<file path="src/rtl/rv_pipe_pkg.sv">
package rv_pipe_pkg;

   typedef enum logic {SLOT_PLAIN = 1'b0, SLOT_SKID = 1'b1} slot_kind_e;

   // Kind of the slot at a given index for a given skid interval.
   function automatic slot_kind_e slot_kind(input int idx, input int interval);
      return (((idx + 1) % interval) == 0) ? SLOT_SKID : SLOT_PLAIN;
   endfunction

   // Number of beats the chain holds when fully stalled.
   function automatic int chain_capacity(input int stages, input int interval);
      return stages + (stages / interval);
   endfunction

endpackage

</file>
<file path="src/rtl/rv_plain_slot.sv">
module rv_plain_slot #(
   parameter int WIDTH = 8
) (
   input  logic             clk,
   input  logic             rst_n,
   input  logic             up_valid,
   output logic             up_ready,
   input  logic [WIDTH-1:0] up_data,
   output logic             dn_valid,
   input  logic             dn_ready,
   output logic [WIDTH-1:0] dn_data
);

   logic             full_q;
   logic [WIDTH-1:0] data_q;

   // Open when empty or when the held beat is leaving this cycle.
   assign up_ready = !full_q || dn_ready;
   assign dn_valid = full_q;
   assign dn_data  = data_q;

   always_ff @(posedge clk) begin
      if (!rst_n)        full_q <= 1'b0;
      else if (up_ready) full_q <= up_valid;
   end

   always_ff @(posedge clk) begin
      if (up_ready && up_valid) data_q <= up_data;
   end

   assert_plain_hold_R3: assert property (@(posedge clk) disable iff (!rst_n)
      (full_q && !dn_ready) |=> (full_q && $stable(data_q)));

   assert_plain_take_R2: assert property (@(posedge clk) disable iff (!rst_n)
      (up_valid && up_ready) |=> (full_q && data_q == $past(up_data)));

endmodule

</file>
<file path="src/rtl/rv_skid_slot.sv">
module rv_skid_slot #(
   parameter int WIDTH = 8
) (
   input  logic             clk,
   input  logic             rst_n,
   input  logic             up_valid,
   output logic             up_ready,
   input  logic [WIDTH-1:0] up_data,
   output logic             dn_valid,
   input  logic             dn_ready,
   output logic [WIDTH-1:0] dn_data
);

   logic             main_v, spare_v;
   logic [WIDTH-1:0] main_d, spare_d;
   logic             take, accept;

   // READY comes straight from a flop: no path from dn_ready.
   assign up_ready = !spare_v;
   assign dn_valid = main_v;
   assign dn_data  = main_d;
   assign take     = main_v && dn_ready;
   assign accept   = up_valid && !spare_v;

   always_ff @(posedge clk) begin
      if (!rst_n) begin
         main_v  <= 1'b0;
         spare_v <= 1'b0;
      end else if (spare_v) begin
         if (take) spare_v <= 1'b0;
      end else if (accept) begin
         if (main_v && !take) spare_v <= 1'b1;
         else                 main_v  <= 1'b1;
      end else if (take) begin
         main_v <= 1'b0;
      end
   end

   always_ff @(posedge clk) begin
      if (spare_v) begin
         if (take) main_d <= spare_d;
      end else if (accept) begin
         if (main_v && !take) spare_d <= up_data;
         else                 main_d  <= up_data;
      end
   end

   assert_skid_hold_R3: assert property (@(posedge clk) disable iff (!rst_n)
      (main_v && !dn_ready) |=> (main_v && $stable(main_d)));

   assert_spare_behind_main_R2: assert property (@(posedge clk) disable iff (!rst_n)
      spare_v |-> main_v);

   assert_spare_hold_R2: assert property (@(posedge clk) disable iff (!rst_n)
      (spare_v && !dn_ready) |=> (spare_v && $stable(spare_d)));

   assert_spare_drains_first_R2: assert property (@(posedge clk) disable iff (!rst_n)
      (spare_v && dn_ready) |=> (main_v && main_d == $past(spare_d)));

endmodule

</file>
<file path="src/rtl/rv_segmented_pipe.sv">
module rv_segmented_pipe
   import rv_pipe_pkg::*;
#(
   parameter int WIDTH  = 8,
   parameter int STAGES = 5,
   parameter int SKID_K = 2
) (
   input  logic             clk,
   input  logic             rst_n,
   input  logic             src_valid,
   output logic             src_ready,
   input  logic [WIDTH-1:0] src_data,
   output logic             snk_valid,
   input  logic             snk_ready,
   output logic [WIDTH-1:0] snk_data
);

   localparam int CAPACITY = chain_capacity(STAGES, SKID_K);
   localparam int OCC_W    = $clog2(CAPACITY + 1) + 1;

   if (WIDTH < 1)  begin : g_bad_width  $error("WIDTH must be at least 1");  end
   if (STAGES < 1) begin : g_bad_stages $error("STAGES must be at least 1"); end
   if (SKID_K < 1) begin : g_bad_k      $error("SKID_K must be at least 1"); end

   logic [STAGES:0]            lnk_v;
   logic [STAGES:0]            lnk_r;
   logic [STAGES:0][WIDTH-1:0] lnk_d;

   assign lnk_v[0]      = src_valid;
   assign lnk_d[0]      = src_data;
   assign src_ready     = lnk_r[0];
   assign snk_valid     = lnk_v[STAGES];
   assign snk_data      = lnk_d[STAGES];
   assign lnk_r[STAGES] = snk_ready;

   for (genvar i = 0; i < STAGES; i++) begin : g_slot
      if (slot_kind(i, SKID_K) == SLOT_SKID) begin : g_skid
         rv_skid_slot #(.WIDTH(WIDTH)) i_slot (
            .clk      (clk),
            .rst_n    (rst_n),
            .up_valid (lnk_v[i]),
            .up_ready (lnk_r[i]),
            .up_data  (lnk_d[i]),
            .dn_valid (lnk_v[i+1]),
            .dn_ready (lnk_r[i+1]),
            .dn_data  (lnk_d[i+1])
         );
      end else begin : g_plain
         rv_plain_slot #(.WIDTH(WIDTH)) i_slot (
            .clk      (clk),
            .rst_n    (rst_n),
            .up_valid (lnk_v[i]),
            .up_ready (lnk_r[i]),
            .up_data  (lnk_d[i]),
            .dn_valid (lnk_v[i+1]),
            .dn_ready (lnk_r[i+1]),
            .dn_data  (lnk_d[i+1])
         );
      end
   end

   // Occupancy tracked at the ports only, for the bound check below.
   logic [OCC_W-1:0] occ_q;
   always_ff @(posedge clk) begin
      if (!rst_n) occ_q <= '0;
      else        occ_q <= occ_q + OCC_W'(src_valid && src_ready)
                                 - OCC_W'(snk_valid && snk_ready);
   end

   assert_occupancy_bound_R5: assert property (@(posedge clk) disable iff (!rst_n)
      occ_q <= OCC_W'(CAPACITY));

   assert_empty_has_no_output_R2: assert property (@(posedge clk) disable iff (!rst_n)
      (occ_q == '0) |-> !snk_valid);

   assert_sink_hold_R3: assert property (@(posedge clk) disable iff (!rst_n)
      (snk_valid && !snk_ready) |=> (snk_valid && $stable(snk_data)));

endmodule

</file>
<file path="config.mk">
export PLATFORM = sky130hd
export DESIGN_NAME = rv_segmented_pipe
export DESIGN_NICKNAME = d
export VERILOG_FILES = /design/src/rtl/rv_pipe_pkg.sv /design/src/rtl/rv_plain_slot.sv /design/src/rtl/rv_skid_slot.sv /design/src/rtl/rv_segmented_pipe.sv
export SDC_FILE = /design/constraint.sdc
export NUM_CORES = 1
export LEC_CHECK = 0
export BUFFER_PORTS_ARGS = -buffer_cell sky130_fd_sc_hd__buf_2
export CAP_MARGIN = 20
export CORE_MARGIN = 1.5
export CORE_UTILIZATION = 50
export DETAILED_ROUTE_END_ITERATION = 10
export MAX_ROUTING_LAYER = met4
export PLACE_DENSITY_LB_ADDON = 0.12
export SLEW_MARGIN = 5
export SYNTH_ARGS = -nofsm -noshare
export SYNTH_HDL_FRONTEND = slang
export SYNTH_HIERARCHICAL = 1
export SYNTH_SLANG_ARGS = --single-unit
</file>
<file path="constraint.sdc">
create_clock -name clk -period 2.1 [get_ports clk]
set_input_delay 0.42 -clock clk [delete_from_list [all_inputs] [get_ports clk]]
set_output_delay 0.42 -clock clk [all_outputs]
set_load 0.05 [all_outputs]
</file>
==> impl_metrics.py, run 1 <==
metrics = {
    "synthesis": {
        "yosysSeqAreaShare_pct": 77.9,
        "synth_edf_count": 56,
        "synth_warnings": 6,
        "synth_ff_type": "edfxtp_1",
        "synthCells": 117,
        "syn-cell-area_um2": 2340,
        "ys_types": 20,
        "ys_ff_latch": 63,
        "syn_nets": 129,
        "async_reset_ff_share_pct": 0,
        "avgSynthCellArea_um2": 20.0,
    },
    "flow_run": {
        "maxCapViolCount": 0,
    },
    "timing": {
        "setup_tns_ns": 0,
        "setup_viol": 0,
        "tightestPinTransition_ns": 0.357,
        "hold_violations": 0,
        "finClkSkew_ns": 0.00366,
        "rsz0062_at_grt": "false",
        "maxSlewViolCount": 0,
        "timing.final.crit_period_ns": 1.69,
        "fmax_mhz": 591,
        "slew_headroom_pct": 76.2,
        "period_share_pct": 80.6,
    },
    "floorplanning": {
        "io_pins": 22,
        "core_area_um2": 4410,
        "dieArea_um2": 5100,
        "die_h_um": 71.4,
        "die_x_um": 71.4,
        "rows": 24,
        "start_util_pct": 53.0,
    },
    "cts": {
        "cts_setup_buffers": 0,
        "cts.sinks": 63,
        "clockBufferDepth": 2,
        "clkSlewWorstSetupHoldPaths_ns": 0.06,
        "cts_max_level": 3,
        "cts-root-buf": "clkbuf_8",
        "clkLatencyLatePin_ns": 0.32,
        "post_cts_resized": 0,
        "cts_hold_buf": 0,
        "cts_tree": "yes",
        "cts_buffers": 9,
    },
    "detailed_routing": {
        "wl_per_cell_um": 12.9,
        "drt_iter0_markers": 48,
        "route.detailed.drc": 0,
        "vias_per_cell": 5.05,
        "drt_pass1_iterations": 3,
        "ant_nets": 0,
        "num_vias": 1026,
        "wl_um": 2620,
    },
    "global_routing": {
        "grt_max_degree": 16,
        "grt_overflow": 0,
        "grt_pass1_vias": 1033,
        "track_usage_pct": 12.2,
        "grt_pass1_wl_um": 4310,
        "antenna_found_initial": 0,
    },
    "min_path": {
        "holdPathEnd": "g_slot[0].g_plain.i_slot/dn_data[4]$_DFFE_PP_",
        "whs_path_depth": 1,
        "hold_class": "in -> reg",
        "worstHoldStart": "src_data[4]",
    },
    "placed_design": {
        "gp_congestion": 0.694,
        "place_hpwl_um": 1780,
        "io_buffers": 21,
    },
    "cells_and_area": {
        "diodes": 0,
        "drive_gt1_share_pct": 41.1,
        "area_growth_pct": 13.3,
        "n_fill_cell": 329,
        "final_nets": 159,
    },
    "pwr": {
        "vdd_drop_max_v": 0.000534,
        "p_leak_nw": 0.928,
        "power.density_nw_per_um2": 913,
        "p_total_mw": 2.42,
    },
    "setup_path": {
        "r2r_start": "g_slot[3].g_skid.i_slot/spare_v$_SDFF_PN0_",
        "worstSetupStartpointType": "register",
        "critical_path.max_fanout": 15,
        "r2r_cells": 4,
        "setup.worst_path.class": "reg -> out",
        "worst_ep_arrival_time_ns": 1.27,
        "critPathCaptureType": "primary output",
        "r2r_setup_slack_ns": 0.74,
        "r2r-end": "g_slot[1].g_skid.i_slot/dn_data[1]$_DFFE_PP_",
        "cp.required_ns": 1.68,
    },
    "outcome": {
        "status": "completed",
    },
}
metal layers:
| layer | vias to the layer above | wire length, um | track usage (%) | part of all wire, % |
|---|---|---|---|---|
| li1 | 501 | - | - | - |
| met1 | 487 | 1100 | 11.9 | 42 |
| met2 | 28 | 1310 | 19.3 | 50 |
| met3 | 10 | 135 | 3.80 | 5.1 |
| met4 | 0 | 75 | 10.7 | 2.9 |
| met5 | - | 0 | - | 0 |
layout by cell type, fill, tap and decap left out, types with 2 or more instances in the layout:
cell type  Yosys  layout
o21ai_0        2       2
o22a_1         2       2
and2b_1        2       2
mux2_2         8       8
nor2_1         2       2
nor3b_1        2       2
a21boi_2       3       3
nand2_1        2       2
edfxtp_1      56      56
buf_2          0      21
and4bb_2       2       2
buf_4          0       2
nand3b_1       2       2
nand2b_4       3       3
dfxtp_1        7       7
a21oi_1        2       2
clkbuf_8       0       9
and2_4         3       3
mux2_4         8       8
inv_1          5       5
and2_1         2       2
clkinv_1       0       2
cells in the mapped netlist, drive strengths merged, types with 3 or more instances:
cell type,instances,share of area (%)
dfxtp,7,6.0
inv,5,0.80
edfxtp,56,72
buf,4,2.2
a21boi,3,1.4
mux2,16,9.0
nand2b,3,1.8
and2,5,1.7
worst max-delay path by stage:
stage	cells past startpoint	start	endpoint
6_report	4	g_slot[1].g_skid.i_slot/spare_v$_SDFF_PN0_	src_ready
5_1_grt	4	g_slot[1].g_skid.i_slot/spare_v$_SDFF_PN0_	src_ready
4_1_cts	4	g_slot[1].g_skid.i_slot/spare_v$_SDFF_PN0_	src_ready
3_5_place_dp	4	snk_ready	g_slot[3].g_skid.i_slot/dn_data[5]$_DFFE_PP_
3_3_place_gp	4	snk_ready	g_slot[3].g_skid.i_slot/dn_data[3]$_DFFE_PP_
2_1_floorplan	3	g_slot[4].g_plain.i_slot/dn_valid$_SDFFE_PN0P_	g_slot[3].g_skid.i_slot/dn_data[0]$_DFFE_PP_
cell families (layout without fill, tap and decap cells):
kind of cell    Yosys count  count (layout)  share of synthesized area (%)
flops                    63              63                           77.9
simple gates             20              20                           7.06
mux                      16              16                           8.98
compound gates            9               9                           3.05
buf+inv                   9              43                           3.05
state kept, by name (all words and copies together) (netlist names):
| name | count |
|---|---|
| g_slot.g_plain.i_slot/dn_data | 24 |
| g_slot.g_skid.i_slot/dn_data | 16 |
| g_slot.g_skid.i_slot/spare_d | 16 |
| g_slot.g_plain.i_slot/dn_valid | 3 |
| g_slot.g_skid.i_slot/dn_valid | 2 |
| g_slot.g_skid.i_slot/spare_v | 2 |
power breakdown:
group	total (mW)	internal, mW	leakage, nW	switching, mW
sequential	1.41	1.40	0.572	0.0140
clock	0.939	0.531	0.0872	0.408
combinational	0.0688	0.0353	0.269	0.0336
total	2.42	1.96	0.928	0.455
through the flow:
step	cell area (um2)	setup WS, ns	hold slack, ns	cells	utilization (%)
after global placement	2470	0.657	0.401	188	56.0
final	2650	0.408	0.271	203	60.0
after global routing	2650	0.320	0.251	203	60.0
after CTS	2650	0.377	0.250	203	60.0
after detailed placement	2470	0.622	0.405	188	56.0
after floorplan	2340	0.605	0.400	117	-
worst max-delay path: stages, from the launching register on:
cell and delay [ns]:
dfxtp_1 0.31, buf_4 0.21, inv_1 0.07, nand2b_4 0.15, buf_2 0.21
final cells by class:
cell class,instances,area (um2),share of cell area (%)
clock buffer,10,128,4.82
clock inverter,5,50.0,1.89
inverter,5,18.8,0.708
multi-input combinational,45,447,16.9
sequential,63,1820,68.7
tap,52,65.1,2.46
timing repair buffer,23,120,4.53
No activity file was read; power rests on OpenSTA's default activity.
==> run 2, diff against run 1 <==
==> constraint.sdc (replaced) <==
create_clock -name clk -period 1.42 [get_ports clk]
set_input_delay 0.284 -clock clk [delete_from_list [all_inputs] [get_ports clk]]
set_output_delay 0.284 -clock clk [all_outputs]
set_load 0.05 [all_outputs]
==> run 2 against run 1 <==
  * Register-to-register slack got worse by 0.60 ns
  * Routed wire length up 3.7%
  * Cell area up 2.1%
  * Highest routed layer unchanged
==> impl_metrics.py, run 2 (synthesized netlist as in run 1, its figures left out) <==
metrics = {
    "outcome": {
        "status": "completed",
    },
    "setup_path": {
        "worstSetupStartpointType": "register",
        "critPathCaptureType": "primary output",
        "cp.required_ns": 1.14,
        "setup.worst_path.class": "reg -> out",
        "r2r_cells": 2,
        "worst_ep_arrival_time_ns": 1.09,
        "critical_path.max_fanout": 6,
        "r2r-end": "g_slot[3].g_skid.i_slot/dn_data[7]$_DFFE_PP_",
        "r2r_setup_slack_ns": 0.14,
        "r2r_start": "g_slot[3].g_skid.i_slot/dn_valid$_SDFFE_PN0P_",
    },
    "cells_and_area": {
        "largest_reg_flops": 24,
        "final_nets": 160,
        "final_core_util_pct": 61.3,
        "final_cells": 204,
        "final_common_cell": "edfxtp_1",
        "postLayoutCellArea_um2": 2710,
        "layout_common_cells": "edfxtp_1, buf_2, clkbuf_8, mux2_4, mux2_2",
        "diodes": 0,
        "area_growth_pct": 15.7,
        "drive_gt1_share_pct": 44.1,
    },
    "cts": {
        "clkLatencyLatePin_ns": 0.33,
        "cts_buffers": 9,
        "cts_max_level": 3,
        "cts_hold_buf": 0,
        "cts_tree": "yes",
        "cts-root-buf": "clkbuf_8",
        "cts.sinks": 63,
        "clkSlewWorstSetupHoldPaths_ns": 0.06,
        "clockBufferDepth": 2,
    },
    "placed_design": {
        "dpl_cell_area_um2": 2490,
        "io_buffers": 21,
        "place_hpwl_um": 1830,
        "dp.cells": 188,
        "gp_congestion": 0.679,
    },
    "pwr": {
        "vdd_drop_max_v": 0.000760,
        "p_leak_nw": 0.955,
        "power.density_nw_per_um2": 1400,
    },
    "timing": {
        "maxSlewViolCount": 0,
        "slew_headroom_pct": 78.6,
        "hold_violations": 0,
        "tightestPinTransition_ns": 0.321,
        "timing.final.crit_period_ns": 1.37,
        "setup_viol": 0,
        "whs_ns": 0.125,
        "fmax_mhz": 729,
        "finClkSkew_ns": 0.00391,
        "period_share_pct": 96.6,
        "setup_tns_ns": 0,
    },
    "detailed_routing": {
        "drt_iter0_markers": 61,
        "drt_pass1_iterations": 4,
        "ant_nets": 0,
        "num_vias": 1014,
        "route.detailed.drc": 0,
        "wl_um": 2720,
        "vias_per_cell": 4.97,
        "wl_per_cell_um": 13.3,
    },
    "min_path": {
        "holdPathEnd": "g_slot[0].g_plain.i_slot/dn_data[5]$_DFFE_PP_",
        "worstHoldStart": "src_data[5]",
        "whs_path_depth": 1,
        "hold_class": "in -> reg",
    },
    "global_routing": {
        "track_usage_pct": 12.7,
        "grt_max_degree": 15,
        "grt_pass1_wl_um": 4400,
        "antenna_found_initial": 0,
        "grt_overflow": 0,
        "grt_pass1_vias": 1012,
    },
    "floorplanning": {
        "die_h_um": 71.4,
        "core_area_um2": 4410,
        "io_pins": 22,
        "die_x_um": 71.4,
        "dieArea_um2": 5100,
        "start_util_pct": 53.0,
        "rows": 24,
    },
    "flow_run": {
        "maxCapViolCount": 0,
    },
}
-- run 2: changes by cell type in the layout (fill, tap and decap cells not counted), sizes merged --
cell,change
clkinvlp,-1
buf,+1
bufinv,+1
-- run 2: per-stage QoR --
stage	total power [mW]	setup slack [ns]
after floorplan	2.20	0.0140
after global placement	2.23	0.116
after detailed placement	2.23	0.0756
after CTS	3.83	0.0118
after global routing	3.91	-0.00151
final	3.78	0.0480
-- run 2: layout make-up --
type | count | area, um2
Multi-Input combinational cell | 45 | 452
Timing Repair Buffer | 24 | 143
Tap cell | 52 | 65.1
Sequential cell | 63 | 1830
Inverter | 5 | 18.8
Clock buffer | 10 | 128
Fill cell | 334 | 1710
Clock inverter | 5 | 73.8
-- run 2: how the worst max path moves through the flow --
stage	cells after the start	to	start	slack (ns)
finish	3	src_ready	g_slot[1].g_skid.i_slot/spare_v$_SDFF_PN0_	0.05
global route	3	src_ready	g_slot[1].g_skid.i_slot/spare_v$_SDFF_PN0_	-0.002
CTS	3	src_ready	g_slot[1].g_skid.i_slot/spare_v$_SDFF_PN0_	0.01
detailed placement	4	g_slot[3].g_skid.i_slot/dn_data[5]$_DFFE_PP_	snk_ready	0.08
global placement	4	g_slot[3].g_skid.i_slot/dn_data[6]$_DFFE_PP_	snk_ready	0.12
floorplan	5	g_slot[1].g_skid.i_slot/spare_d[0]$_DFFE_PP_	g_slot[3].g_skid.i_slot/spare_v$_SDFF_PN0_	0.01
-- run 2: report_power, final --
part | total, mW | leakage, nW | internal [mW] | switching, mW
registers | 2.09 | 0.574 | 2.06 | 0.0228
clock network | 1.59 | 0.104 | 0.966 | 0.622
logic | 0.103 | 0.278 | 0.0549 | 0.0482
-- run 2: worst max-delay path, cell delays in order (launching register included) --
cell and delay (ns):
dfxtp_4 0.38, inv_1 0.05, nand2b_4 0.14, buf_4 0.19
-- run 2: repair_timing --
item | CTS | global route
resized for setup | 3 | 0
cloned | 0 | 0
endpoints found under the setup margin | 1 | 1
setup buffers | 0 | 1
-- run 2: layer usage --
layer / GRT usage (%) / vias up / wire length, um
li1: - / 500 / -
met1: 11.8 / 477 / 1060
met2: 20.1 / 27 / 1430
met3: 4.64 / 10 / 129
met4: 11.3 / 0 / 99
met5: - / - / 0
==> run 3, diff against run 2 <==
--- a/config.mk
+++ b/config.mk
@@ -8,7 +8,7 @@
 export BUFFER_PORTS_ARGS = -buffer_cell sky130_fd_sc_hd__buf_2
 export CAP_MARGIN = 20
 export CORE_MARGIN = 1.5
-export CORE_UTILIZATION = 50
+export CORE_UTILIZATION = 52
 export DETAILED_ROUTE_END_ITERATION = 10
 export MAX_ROUTING_LAYER = met4
 export PLACE_DENSITY_LB_ADDON = 0.12
==> run 3 against run 2 <==
  * Count of clock-buffer cells in the layout did not move
  * Sequential share of layout area grew 0.19 points
  * Routed wire length increased by 2.4%
  * Clock power is essentially flat
  * Sequential power barely moved
  * Critical path type unchanged
  * Cell area is 0.28% lower
  * Largest cell class unchanged
==> impl_metrics.py, run 3 (synthesized netlist as in run 1, its figures left out) <==
metrics = {
    "pwr": {
        "comb_power_share_pct": 2.7,
        "clkPwrFrac_pct": 42.0,
        "vdd_drop_max_v": 0.000858,
        "power.density_nw_per_um2": 1400,
        "p_total_mw": 3.77,
        "power_frac_seq_pct": 55.3,
        "p_int_mw": 3.08,
        "p_leak_nw": 0.951,
        "netSwitchingFraction_pct": 18.3,
        "switchingPower_uw": 692,
    },
    "cts": {
        "cts.sinks": 63,
        "cts_setup_buffers": 0,
        "cts_buffers": 9,
        "clkLatencyLatePin_ns": 0.33,
        "clockBufferDepth": 2,
        "cts_max_level": 3,
        "cts-root-buf": "clkbuf_8",
        "cts_tree": "yes",
        "clkSlewWorstSetupHoldPaths_ns": 0.06,
        "cts_hold_buf": 0,
    },
    "timing": {
        "setup_tns_ns": 0,
        "setup_viol": 0,
        "period_share_pct": 94.7,
        "timing.final.crit_period_ns": 1.35,
        "rsz0062_at_grt": "false",
        "whs_ns": 0.125,
        "fmax_mhz": 743,
        "slew_headroom_pct": 78.1,
        "tightestPinTransition_ns": 0.329,
        "finClkSkew_ns": 0.00470,
        "maxSlewViolCount": 0,
        "hold_violations": 0,
        "worst_slack_ns": 0.0749,
    },
    "global_routing": {
        "grt_pass1_wl_um": 4790,
        "grt_pass1_vias": 1074,
        "grt_overflow": 0,
        "antenna_found_initial": 0,
        "grt_max_degree": 12,
        "track_usage_pct": 14.0,
    },
    "flow_run": {
        "maxCapViolCount": 0,
    },
    "setup_path": {
        "cp_top_family": "flip-flops",
        "worstPathCellList": "inv_1, nand2b_4, buf_6",
        "cp.buffers_inverters": 2,
        "cp-endpoint": "src_ready",
        "startpoint": "g_slot[1].g_skid.i_slot/spare_v$_SDFF_PN0_",
        "cpMaxStageDelayCell": "dfxtp_4",
        "worst-path-stages": 3,
        "cp.required_ns": 1.14,
        "r2r-end": "g_slot[3].g_skid.i_slot/dn_data[5]$_DFFE_PP_",
        "r2r_start": "g_slot[3].g_skid.i_slot/dn_valid$_SDFFE_PN0P_",
        "r2r_cells": 2,
        "worst_ep_arrival_time_ns": 1.06,
        "r2r_setup_slack_ns": 0.15,
        "critPathCaptureType": "primary output",
        "worstSetupStartpointType": "register",
        "critical_path.max_fanout": 8,
        "slowest_delay_ns": 0.38,
        "setup.worst_path.class": "reg -> out",
    },
    "cells_and_area": {
        "final_common_cell": "edfxtp_1",
        "layout_common_cells": "edfxtp_1, buf_2, clkbuf_8, mux2_4, mux2_2",
        "area_growth_pct": 15.3,
        "n_fill_cell": 317,
        "postLayoutCellArea_um2": 2700,
        "final_nets": 160,
        "largest_reg_flops": 24,
        "diodes": 0,
        "drive_gt1_share_pct": 42.5,
    },
    "outcome": {
        "status": "completed",
    },
    "floorplanning": {
        "die_x_um": 70.1,
        "start_util_pct": 53.7,
        "die_h_um": 70.1,
        "dieArea_um2": 4910,
        "core_area_um2": 4350,
        "io_pins": 22,
        "rows": 24,
    },
    "detailed_routing": {
        "ant_nets": 0,
        "num_vias": 1018,
        "vias_per_cell": 4.97,
        "wl_per_cell_um": 13.6,
        "drt_iter0_markers": 51,
        "route.detailed.drc": 0,
        "wl_um": 2780,
        "drt_pass1_iterations": 4,
    },
    "placed_design": {
        "dp_slack_ns": 0.0824,
        "gp_congestion": 0.715,
        "dpl_cell_area_um2": 2490,
        "place_hpwl_um": 1930,
        "io_buffers": 21,
    },
    "min_path": {
        "hold_class": "in -> reg",
    },
}
==> run 3: cell types whose count changed in the layout (fill, tap and decap cells not counted), sizes merged <==
cell    previous run  this run
clkinv             3         4
==> run 3: final cells by class <==
type	count	area (um2)	area share (%)
clock buffers	10	128	4.73
multi-input cells	45	452	16.7
well taps	52	65.1	2.41
clock inverters	6	75.1	2.78
repair buffers	24	134	4.96
flip-flops and latches	63	1830	67.7
inverters	5	18.8	0.695
==> run 3: worst min path at each step <==
stage                                                       startpoint                                            end  slack, ns  cells after the start
final                                                      src_data[5]  g_slot[0].g_plain.i_slot/dn_data[5]$_DFFE_PP_       0.13                      1
after global routing                                       src_data[4]  g_slot[0].g_plain.i_slot/dn_data[4]$_DFFE_PP_       0.11                      1
after CTS                                                  src_data[5]  g_slot[0].g_plain.i_slot/dn_data[5]$_DFFE_PP_       0.11                      1
after detailed placement  g_slot[1].g_skid.i_slot/dn_data[6]$_DFFE_PP_  g_slot[2].g_plain.i_slot/dn_data[6]$_DFFE_PP_       0.41                      0
after global placement    g_slot[3].g_skid.i_slot/dn_data[0]$_DFFE_PP_  g_slot[4].g_plain.i_slot/dn_data[0]$_DFFE_PP_       0.40                      0
after floorplan                                            src_data[0]  g_slot[0].g_plain.i_slot/dn_data[0]$_DFFE_PP_       0.38                      0
==> run 3: timing repair <==
action	CTS	global route
pin swaps	0	0
cloned	0	0
resized for setup	3	1
setup endpoints to repair	1	1
==> run 3: power by group through the flow <==
stage	sequential (mW)	clock (mW)	combinational, mW
3_5_place_dp	2.13	0	0.104
2_1_floorplan	2.13	0	0.0668
5_1_grt	2.09	1.72	0.111
3_3_place_gp	2.12	0	0.0994
6_report	2.09	1.58	0.102
4_1_cts	2.09	1.63	0.104
==> run 3: through the flow <==
stage	std cells	util (%)
6_report	205	62.0
3_5_place_dp	189	57.1
2_1_floorplan	117	-
4_1_cts	205	61.9
5_1_grt	205	62.0
3_3_place_gp	189	57.1
==> run 3: metal layers <==
layer / vias to the layer above / wire [um] / global-route usage [%] / share of wire, %
li1: 504 / - / - / -
met5: - / 0 / - / 0
met4: 0 / 94 / 11.5 / 3.4
met3: 9 / 140 / 4.76 / 5.0
met2: 30 / 1400 / 21.9 / 50
met1: 475 / 1150 / 14.0 / 41
